$ cat src/rtl/llw_pkg.sv
// Shared constants for the linked-list descriptor walker.
// Assumes a 64-bit address space and 32-bit descriptor words.
package llw_pkg;
    parameter int unsigned ADDR_W      = 64;
    parameter int unsigned WORD_W      = 32;
    parameter int unsigned DESC_WORDS  = 6;
    parameter int unsigned WORD_BYTES  = WORD_W / 8;
    parameter int unsigned STRIDE      = DESC_WORDS * WORD_BYTES;
    parameter int unsigned IDX_W       = $clog2(DESC_WORDS);
    parameter int unsigned SIZE_W      = WORD_W;

    // control word bit positions (decoded by the walker)
    parameter int unsigned OWN_BIT   = 0;
    parameter int unsigned FLIP_BIT  = 1;
    parameter int unsigned LINK_BIT  = 2;
    parameter int unsigned IRQ_L_BIT = 3;
    parameter int unsigned IRQ_R_BIT = 4;

    // status codes
    localparam logic [1:0] ST_RUN  = 2'd1;
    localparam logic [1:0] ST_ERR  = 2'd2;
    localparam logic [1:0] ST_DONE = 2'd3;

    typedef enum logic [2:0] {
        W_IDLE, W_FETCH0, W_CTRL, W_LINK, W_BODY, W_CMD, W_WAIT
    } walk_state_e;
endpackage

$ cat src/rtl/llw_fetch.sv
// Descriptor word fetcher.
// Reads words first_idx..last_idx of one element, one request at a time,
// and pulses done once the last word has arrived. Assumes every request is
// answered by exactly one response; flush abandons the sequence.
module llw_fetch
    import llw_pkg::*;
(
    input  logic                               clk,
    input  logic                               rst_n,
    input  logic                               start,
    input  logic                               flush,
    input  logic [ADDR_W-1:0]                  elem_addr,
    input  logic [IDX_W-1:0]                   first_idx,
    input  logic [IDX_W-1:0]                   last_idx,
    output logic                               mem_req,
    output logic [ADDR_W-1:0]                  mem_addr,
    input  logic                               mem_rsp_valid,
    input  logic [WORD_W-1:0]                  mem_rsp_data,
    output logic                               done,
    output logic [DESC_WORDS-1:0][WORD_W-1:0]  words
);
    logic              busy;
    logic [IDX_W-1:0]  idx;
    logic [IDX_W-1:0]  last_q;
    logic [ADDR_W-1:0] base_q;
    logic              take;

    function automatic logic [ADDR_W-1:0] word_addr(input logic [ADDR_W-1:0] b,
                                                    input logic [IDX_W-1:0] i);
        return b + ADDR_W'({i, 2'b00});
    endfunction

    assign take = busy && mem_rsp_valid && !flush;

    // Sequence the reads: one request, wait for its response, then the next.
    always_ff @(posedge clk) begin
        if (!rst_n) begin
            busy     <= 1'b0;
            idx      <= '0;
            last_q   <= '0;
            base_q   <= '0;
            mem_req  <= 1'b0;
            mem_addr <= '0;
            done     <= 1'b0;
        end else begin
            mem_req <= 1'b0;
            done    <= 1'b0;
            if (flush) begin
                busy <= 1'b0;
            end else if (start) begin
                busy     <= 1'b1;
                idx      <= first_idx;
                last_q   <= last_idx;
                base_q   <= elem_addr;
                mem_req  <= 1'b1;
                mem_addr <= word_addr(elem_addr, first_idx);
            end else if (take) begin
                if (idx == last_q) begin
                    busy <= 1'b0;
                    done <= 1'b1;
                end else begin
                    idx      <= idx + 1'b1;
                    mem_req  <= 1'b1;
                    mem_addr <= word_addr(base_q, idx + 1'b1);
                end
            end
        end
    end

    // One capture register per descriptor word.
    for (genvar g = 0; g < DESC_WORDS; g++) begin : g_word
        always_ff @(posedge clk) begin
            if (!rst_n)
                words[g] <= '0;
            else if (take && !start && idx == IDX_W'(g))
                words[g] <= mem_rsp_data;
        end
    end
endmodule

$ cat src/rtl/llw_seq.sv
// Walk sequencer.
// Decides ownership, follows links, issues mover commands, and owns status,
// cycle state and the event pulses. Assumes fetch words stay valid until the
// next fetch of the same index; word 0 is only refetched at a new element.
module llw_seq
    import llw_pkg::*;
(
    input  logic                               clk,
    input  logic                               rst_n,
    input  logic                               ch_enable,
    input  logic                               ll_enable,
    input  logic [ADDR_W-1:0]                  list_base,
    input  logic                               cyc_sync_wr,
    input  logic                               cyc_sync_val,
    input  logic                               doorbell,
    input  logic                               fetch_done,
    input  logic [DESC_WORDS-1:0][WORD_W-1:0]  words,
    output logic                               fetch_start,
    output logic                               fetch_flush,
    output logic [ADDR_W-1:0]                  fetch_addr,
    output logic [IDX_W-1:0]                   first_idx,
    output logic [IDX_W-1:0]                   last_idx,
    output logic                               mv_valid,
    input  logic                               mv_ready,
    output logic [ADDR_W-1:0]                  mv_src,
    output logic [ADDR_W-1:0]                  mv_dst,
    output logic [SIZE_W-1:0]                  mv_size,
    input  logic                               mv_done,
    input  logic                               mv_err,
    output logic [1:0]                         status,
    output logic                               cycle_state,
    output logic                               stop_evt,
    output logic                               abort_evt
);
    walk_state_e       state;
    logic [ADDR_W-1:0] cur_addr;
    logic [WORD_W-1:0] ctl;
    logic              owned;
    logic              is_link;

    assign ctl     = words[0];
    assign owned   = (ctl[OWN_BIT] == cycle_state);
    assign is_link = ctl[LINK_BIT];

    // Fetch requests: word 0 of a new element, then body or link pointer.
    always_comb begin
        fetch_flush = (state != W_IDLE) && !ch_enable;
        fetch_start = !fetch_flush &&
                      ((state == W_FETCH0) || (state == W_CTRL && fetch_done && owned));
        fetch_addr  = cur_addr;
        first_idx   = '0;
        last_idx    = '0;
        if (state == W_CTRL) begin
            first_idx = is_link ? IDX_W'(2) : IDX_W'(1);
            last_idx  = is_link ? IDX_W'(3) : IDX_W'(DESC_WORDS - 1);
        end
    end

    // Mover command fields come straight from the captured words.
    assign mv_valid = (state == W_CMD);
    assign mv_size  = words[1];
    assign mv_src   = {words[3], words[2]};
    assign mv_dst   = {words[5], words[4]};

    // Walk state machine with status, cycle state and events.
    always_ff @(posedge clk) begin
        if (!rst_n) begin
            state       <= W_IDLE;
            cur_addr    <= '0;
            cycle_state <= 1'b0;
            status      <= ST_DONE;
            stop_evt    <= 1'b0;
            abort_evt   <= 1'b0;
        end else begin
            stop_evt  <= 1'b0;
            abort_evt <= 1'b0;
            if (fetch_flush) begin
                state     <= W_IDLE;
                status    <= ST_ERR;
                abort_evt <= 1'b1;
            end else begin
                case (state)
                    W_IDLE: begin
                        if (cyc_sync_wr)
                            cycle_state <= cyc_sync_val;
                        if (doorbell && ch_enable && ll_enable) begin
                            cur_addr <= list_base;
                            status   <= ST_RUN;
                            state    <= W_FETCH0;
                        end
                    end
                    W_FETCH0: state <= W_CTRL;
                    W_CTRL: begin
                        if (fetch_done) begin
                            if (!owned) begin
                                state    <= W_IDLE;
                                status   <= ST_DONE;
                                stop_evt <= 1'b1;
                            end else begin
                                state <= is_link ? W_LINK : W_BODY;
                            end
                        end
                    end
                    W_LINK: begin
                        if (fetch_done) begin
                            cur_addr <= {words[3], words[2]};
                            if (ctl[FLIP_BIT])
                                cycle_state <= ~cycle_state;
                            state <= W_FETCH0;
                        end
                    end
                    W_BODY: if (fetch_done) state <= W_CMD;
                    W_CMD:  if (mv_ready) state <= W_WAIT;
                    W_WAIT: begin
                        if (mv_done) begin
                            if (mv_err) begin
                                state     <= W_IDLE;
                                status    <= ST_ERR;
                                abort_evt <= 1'b1;
                            end else begin
                                stop_evt <= ctl[IRQ_L_BIT] | ctl[IRQ_R_BIT];
                                cur_addr <= cur_addr + ADDR_W'(STRIDE);
                                state    <= W_FETCH0;
                            end
                        end
                    end
                    default: state <= W_IDLE;
                endcase
            end
        end
    end
endmodule

$ cat src/rtl/llw_walker.sv
// Linked-list descriptor walker, top level.
// Joins the word fetcher and the walk sequencer for one DMA channel.
// Assumes a memory port that answers every request once, and a data mover
// that completes every accepted command once.
module llw_walker
    import llw_pkg::*;
(
    input  logic              clk,
    input  logic              rst_n,
    input  logic              ch_enable,
    input  logic              ll_enable,
    input  logic [63:0]       list_base,
    input  logic              cyc_sync_wr,
    input  logic              cyc_sync_val,
    input  logic              doorbell,
    output logic              mem_req,
    output logic [63:0]       mem_addr,
    input  logic              mem_rsp_valid,
    input  logic [31:0]       mem_rsp_data,
    output logic              mv_valid,
    input  logic              mv_ready,
    output logic [63:0]       mv_src,
    output logic [63:0]       mv_dst,
    output logic [31:0]       mv_size,
    input  logic              mv_done,
    input  logic              mv_err,
    output logic [1:0]        status,
    output logic              cycle_state,
    output logic              stop_evt,
    output logic              abort_evt
);
    logic                              f_start;
    logic                              f_flush;
    logic                              f_done;
    logic [ADDR_W-1:0]                 f_addr;
    logic [IDX_W-1:0]                  f_first;
    logic [IDX_W-1:0]                  f_last;
    logic [DESC_WORDS-1:0][WORD_W-1:0] f_words;

    llw_fetch u_fetch (
        .clk           (clk),
        .rst_n         (rst_n),
        .start         (f_start),
        .flush         (f_flush),
        .elem_addr     (f_addr),
        .first_idx     (f_first),
        .last_idx      (f_last),
        .mem_req       (mem_req),
        .mem_addr      (mem_addr),
        .mem_rsp_valid (mem_rsp_valid),
        .mem_rsp_data  (mem_rsp_data),
        .done          (f_done),
        .words         (f_words)
    );

    llw_seq u_seq (
        .clk          (clk),
        .rst_n        (rst_n),
        .ch_enable    (ch_enable),
        .ll_enable    (ll_enable),
        .list_base    (list_base),
        .cyc_sync_wr  (cyc_sync_wr),
        .cyc_sync_val (cyc_sync_val),
        .doorbell     (doorbell),
        .fetch_done   (f_done),
        .words        (f_words),
        .fetch_start  (f_start),
        .fetch_flush  (f_flush),
        .fetch_addr   (f_addr),
        .first_idx    (f_first),
        .last_idx     (f_last),
        .mv_valid     (mv_valid),
        .mv_ready     (mv_ready),
        .mv_src       (mv_src),
        .mv_dst       (mv_dst),
        .mv_size      (mv_size),
        .mv_done      (mv_done),
        .mv_err       (mv_err),
        .status       (status),
        .cycle_state  (cycle_state),
        .stop_evt     (stop_evt),
        .abort_evt    (abort_evt)
    );
endmodule

$ cat config.mk
export PLATFORM = sky130hd
export DESIGN_NAME = llw_walker
export DESIGN_NICKNAME = d
export VERILOG_FILES = /design/src/rtl/llw_pkg.sv /design/src/rtl/llw_fetch.sv /design/src/rtl/llw_seq.sv /design/src/rtl/llw_walker.sv
export SDC_FILE = /design/constraint.sdc
export NUM_CORES = 1
export LEC_CHECK = 0
export BUFFER_PORTS_ARGS = -buffer_cell sky130_fd_sc_hd__buf_2
export CORE_AREA = 5 5 264 202
export CTS_CLUSTER_DIAMETER = 200
export DETAILED_ROUTE_END_ITERATION = 10
export DIE_AREA = 0 0 269 207
export GPL_TIMING_DRIVEN = 0
export RECOVER_POWER = 100
export SYNTH_ARGS = -nofsm -noshare
export SYNTH_HDL_FRONTEND = slang
export SYNTH_SLANG_ARGS = --single-unit
$ cat constraint.sdc
create_clock -name clk -period 10.81 [get_ports clk]
set_clock_uncertainty 0.1 [all_clocks]
set_input_delay 2.162 -clock clk [delete_from_list [all_inputs] [get_ports clk]]
set_output_delay 2.162 -clock clk [all_outputs]
set_load 0.03 [all_outputs]
==> flow_metrics.py <==
metrics = {
    "global_routing": {
        "grt_first_pass_wirelength_um": 145000,
        "grt_remaining_overflow": 0,
        "first_global_vias": 20700,
        "groute.usage.overall_pct": 34.7,
        "grt_max_degree": 13,
        "grt_antenna_before_repair": 9,
    },
    "place": {
        "port_buffers": 336,
        "gpl.final_weighted_congestion": 1.05,
        "dp_cells": 3651,
        "dp.final_hpwl_um": 81400,
        "placement.cell_area_um2": 22400,
    },
    "floorplan": {
        "design.portCount": 338,
        "floorplan.initialDensity_pct": 39.3,
        "fp.dieH_um": 207,
        "core_area_um2": 50600,
        "std_cell_rows": 72,
        "dieArea_um2": 55700,
        "fp.dieW_um": 269,
    },
    "final_layout": {
        "finalInstanceArea_um2": 23500,
        "mostFrequentLayoutCell": "sky130_fd_sc_hd__nand2_1",
        "layout.core_utilization_pct": 46.5,
        "design.final.nets": 3150,
        "seq_area_um2": 7490,
        "syn2layout_area_growth_pct": 18.1,
        "stdcell_count": 3734,
        "drive_gt1_share_pct": 13.2,
        "area_used_by_multi_input_combinational_logic_um2": 10200,
        "filler_cell_count": 5364,
        "most-common-layout-cells": "sky130_fd_sc_hd__nand2_1 (608), sky130_fd_sc_hd__clkbuf_1 (408), sky130_fd_sc_hd__dfxtp_1 (374)",
    },
    "synthesis": {
        "synth.yosys.seq_area_share_pct": 37.6,
        "ys_warn_count": 0,
        "synth-seq-cells": 374,
        "postSynthNetCount": 2768,
        "ys_async_sr_fraction_pct": 0,
        "syn_area_um2": 19900,
        "syn_area_per_cell_um2": 7.52,
        "edff_count_synth": 0,
        "synth.lib_cells_used.distinct": 80,
        "synth_flop_cell": "sky130_fd_sc_hd__dfxtp_1",
        "synth_cells": 2648,
    },
    "critical_path": {
        "critical_path.endpoint_type": "flop",
        "cp_data_arrival_time_ps": 6160,
        "crit_fanout": 10,
        "worst-setup-path-type": "reg -> reg",
        "required_time_of_the_critical_path_ps": 11160,
        "critical_path.startpoint_type": "flop",
    },
    "clock_network": {
        "cts_tree": "yes",
        "clock_tree.buffer_depth": 3,
        "clkSinkCount": 374,
        "clk_pin_slew_worst_paths_ps": 60,
        "cts_max_level": 2,
        "cts.repair.resized": 0,
        "clk-insertion-delay-late_ps": 600,
        "cts_hold_repair.buffers": 0,
        "cts-buffers-inserted": 43,
        "clk_root_buffer_cell": "sky130_fd_sc_hd__clkbuf_16",
        "post_cts.repair.setup_buffers": 0,
    },
    "drt": {
        "routed-via-count": 22400,
        "drcViolationCount": 0,
        "drt-total-wl_um": 102000,
        "first_pass_iters": 7,
        "drtIter0Drc": 2931,
        "vias_per_cell": 6.00,
        "wl_cell_um": 27.3,
        "drt.antenna.violating_nets": 0,
    },
    "timing": {
        "rsz_0062_raised_after_global_routing": "no",
        "finalHoldViolations": 0,
        "total_negative_setup_slack_ps": 0,
        "max_slew.worst_pin.slew_ps": 2500,
        "timing.final.setup_violations": 0,
        "period_needed_ps": 5810,
        "achievable-frequency_mhz": 172,
        "timing.final.max_slew_violations": 16,
        "max_slew_headroom_pct": -68.2,
        "tcrit_tclk_final_pct": 53.7,
    },
    "power": {
        "static-leakage-power_nw": 8.08,
        "total_power_w": 0.00415,
        "power_density_nw_per_um2": 176,
        "vdd.ir_drop.worst_mv": 0.108,
    },
    "run_status": {
        "outcome": "complete, but fails checks",
        "violated_checks": "capacitance limit, slew limit",
    },
    "job": {
        "maxCapViolCount": 2,
    },
    "hold_path": {
        "holdCritPathClass": "reg -> reg",
    },
}
==> layer usage <==
metal / vias up / GRT usage (%) / wire [um]
li1: 9864 / - / -
met1: 11000 / 53.1 / 45900
met2: 1395 / 48.5 / 41100
met3: 178 / 8.52 / 12200
met4: 0 / 9.10 / 2800
met5: - / 0 / 0
==> critical path: stages, from the launching register on <==
cell and delay, ps:
sky130_fd_sc_hd__dfxtp_1 300, sky130_fd_sc_hd__clkbuf_1 220, sky130_fd_sc_hd__clkbuf_1 300, sky130_fd_sc_hd__inv_1 390, sky130_fd_sc_hd__nand2_1 160, sky130_fd_sc_hd__nor3_1 570
sky130_fd_sc_hd__ha_1 310, sky130_fd_sc_hd__inv_1 70, sky130_fd_sc_hd__fa_1 400, sky130_fd_sc_hd__nand2b_1 220, sky130_fd_sc_hd__nor4_1 1180, sky130_fd_sc_hd__nand2_1 550
sky130_fd_sc_hd__nor3_1 430, sky130_fd_sc_hd__mux2i_1 330, sky130_fd_sc_hd__o21ai_0 140
==> kinds of logic after synthesis <==
logic type                 share of synthesized area (%)
buffers and inverters                               10.9
and+or+nand+nor                                     24.9
xor gates and xnor gates                            4.66
adders and majority gates                          0.892
DFF                                                 37.6
muxes                                              0.402
AOI/OAI and AO/OA                                   20.6
==> sequential cells by signal (all words and copies together) (netlist names), 2 cells and up <==
name / cells
u_fetch.last_q: 3
u_fetch.words: 165
u_seq.fetch_addr: 64
u_fetch.idx: 3
u_fetch.base_q: 64
u_seq.state: 3
u_seq.status: 2
u_fetch.mem_addr: 64
==> path summary, 6_finish.rpt <==
kind	from	endpoint	slack [ps]	cells past startpoint
setup / recovery	u_seq.state[0]	u_fetch.mem_addr[50]	5000	14
hold reg to reg	u_fetch.words[176]	u_fetch.words[176]	350	2
hold / removal	u_fetch.words[176]	u_fetch.words[176]	350	2
setup reg to reg	u_seq.state[0]	u_fetch.mem_addr[50]	5000	14
==> synth_stat cells, drive strengths merged, types with 5 or more instances <==
library cell | count | area, um2
o32ai | 7 | 61.3
nand4 | 65 | 419
a22oi | 40 | 300
a32o | 9 | 90.1
nor4 | 26 | 199
xor2 | 35 | 307
o21a | 11 | 82.6
nand2b | 7 | 43.8
nand3 | 64 | 330
clkbuf | 155 | 587
or2 | 6 | 37.5
a22o | 20 | 175
dfxtp | 374 | 7490
inv | 22 | 82.6
a221oi | 13 | 126
nor3 | 68 | 360
o31ai | 9 | 72.6
buf | 217 | 1500
a311oi | 12 | 105
mux2i | 8 | 80.1
a31o | 5 | 43.8
ha | 11 | 138
o41ai | 9 | 78.8
nor2 | 141 | 532
nand2 | 608 | 2280
and2 | 13 | 81.3
and4 | 17 | 149
o21ai | 120 | 601
or4 | 8 | 63.8
o211ai | 10 | 75.1
o22ai | 21 | 131
and3 | 34 | 213
a31oi | 20 | 125
a221o | 12 | 120
or3 | 13 | 86.3
a211oi | 17 | 133
xnor2 | 71 | 622
a21oi | 292 | 1460
==> through the flow <==
| stage | hold slack [ps] | worst slack, ps |
|---|---|---|
| floorplan | 337 | 6880 |
| global placement | 344 | 5380 |
| detailed placement | 348 | 5450 |
| CTS | 356 | 5380 |
| global route | 373 | 4940 |
| finish | 354 | 5000 |
==> where the power goes <==
part / leakage, nW / switching (W) / internal (W) / total [W]
Combinational: 4.37 / 0.000844 / 0.000278 / 0.00112
Clock: 0.690 / 0.000653 / 0.000825 / 0.00148
Sequential: 3.02 / 0.0000725 / 0.00147 / 0.00155
Total: 8.08 / 0.00157 / 0.00258 / 0.00415
==> final cells by class <==
type	count	area share, %
multi-input cells	1879	43.6
plain buffers	372	8.78
flip-flops and latches	374	31.8
repair buffers	337	5.97
clock inverters	16	0.622
diodes	7	0.0745
clock buffers	60	5.23
well taps	666	3.54
inverters	23	0.367
No activity file was read; power rests on OpenSTA's default activity.
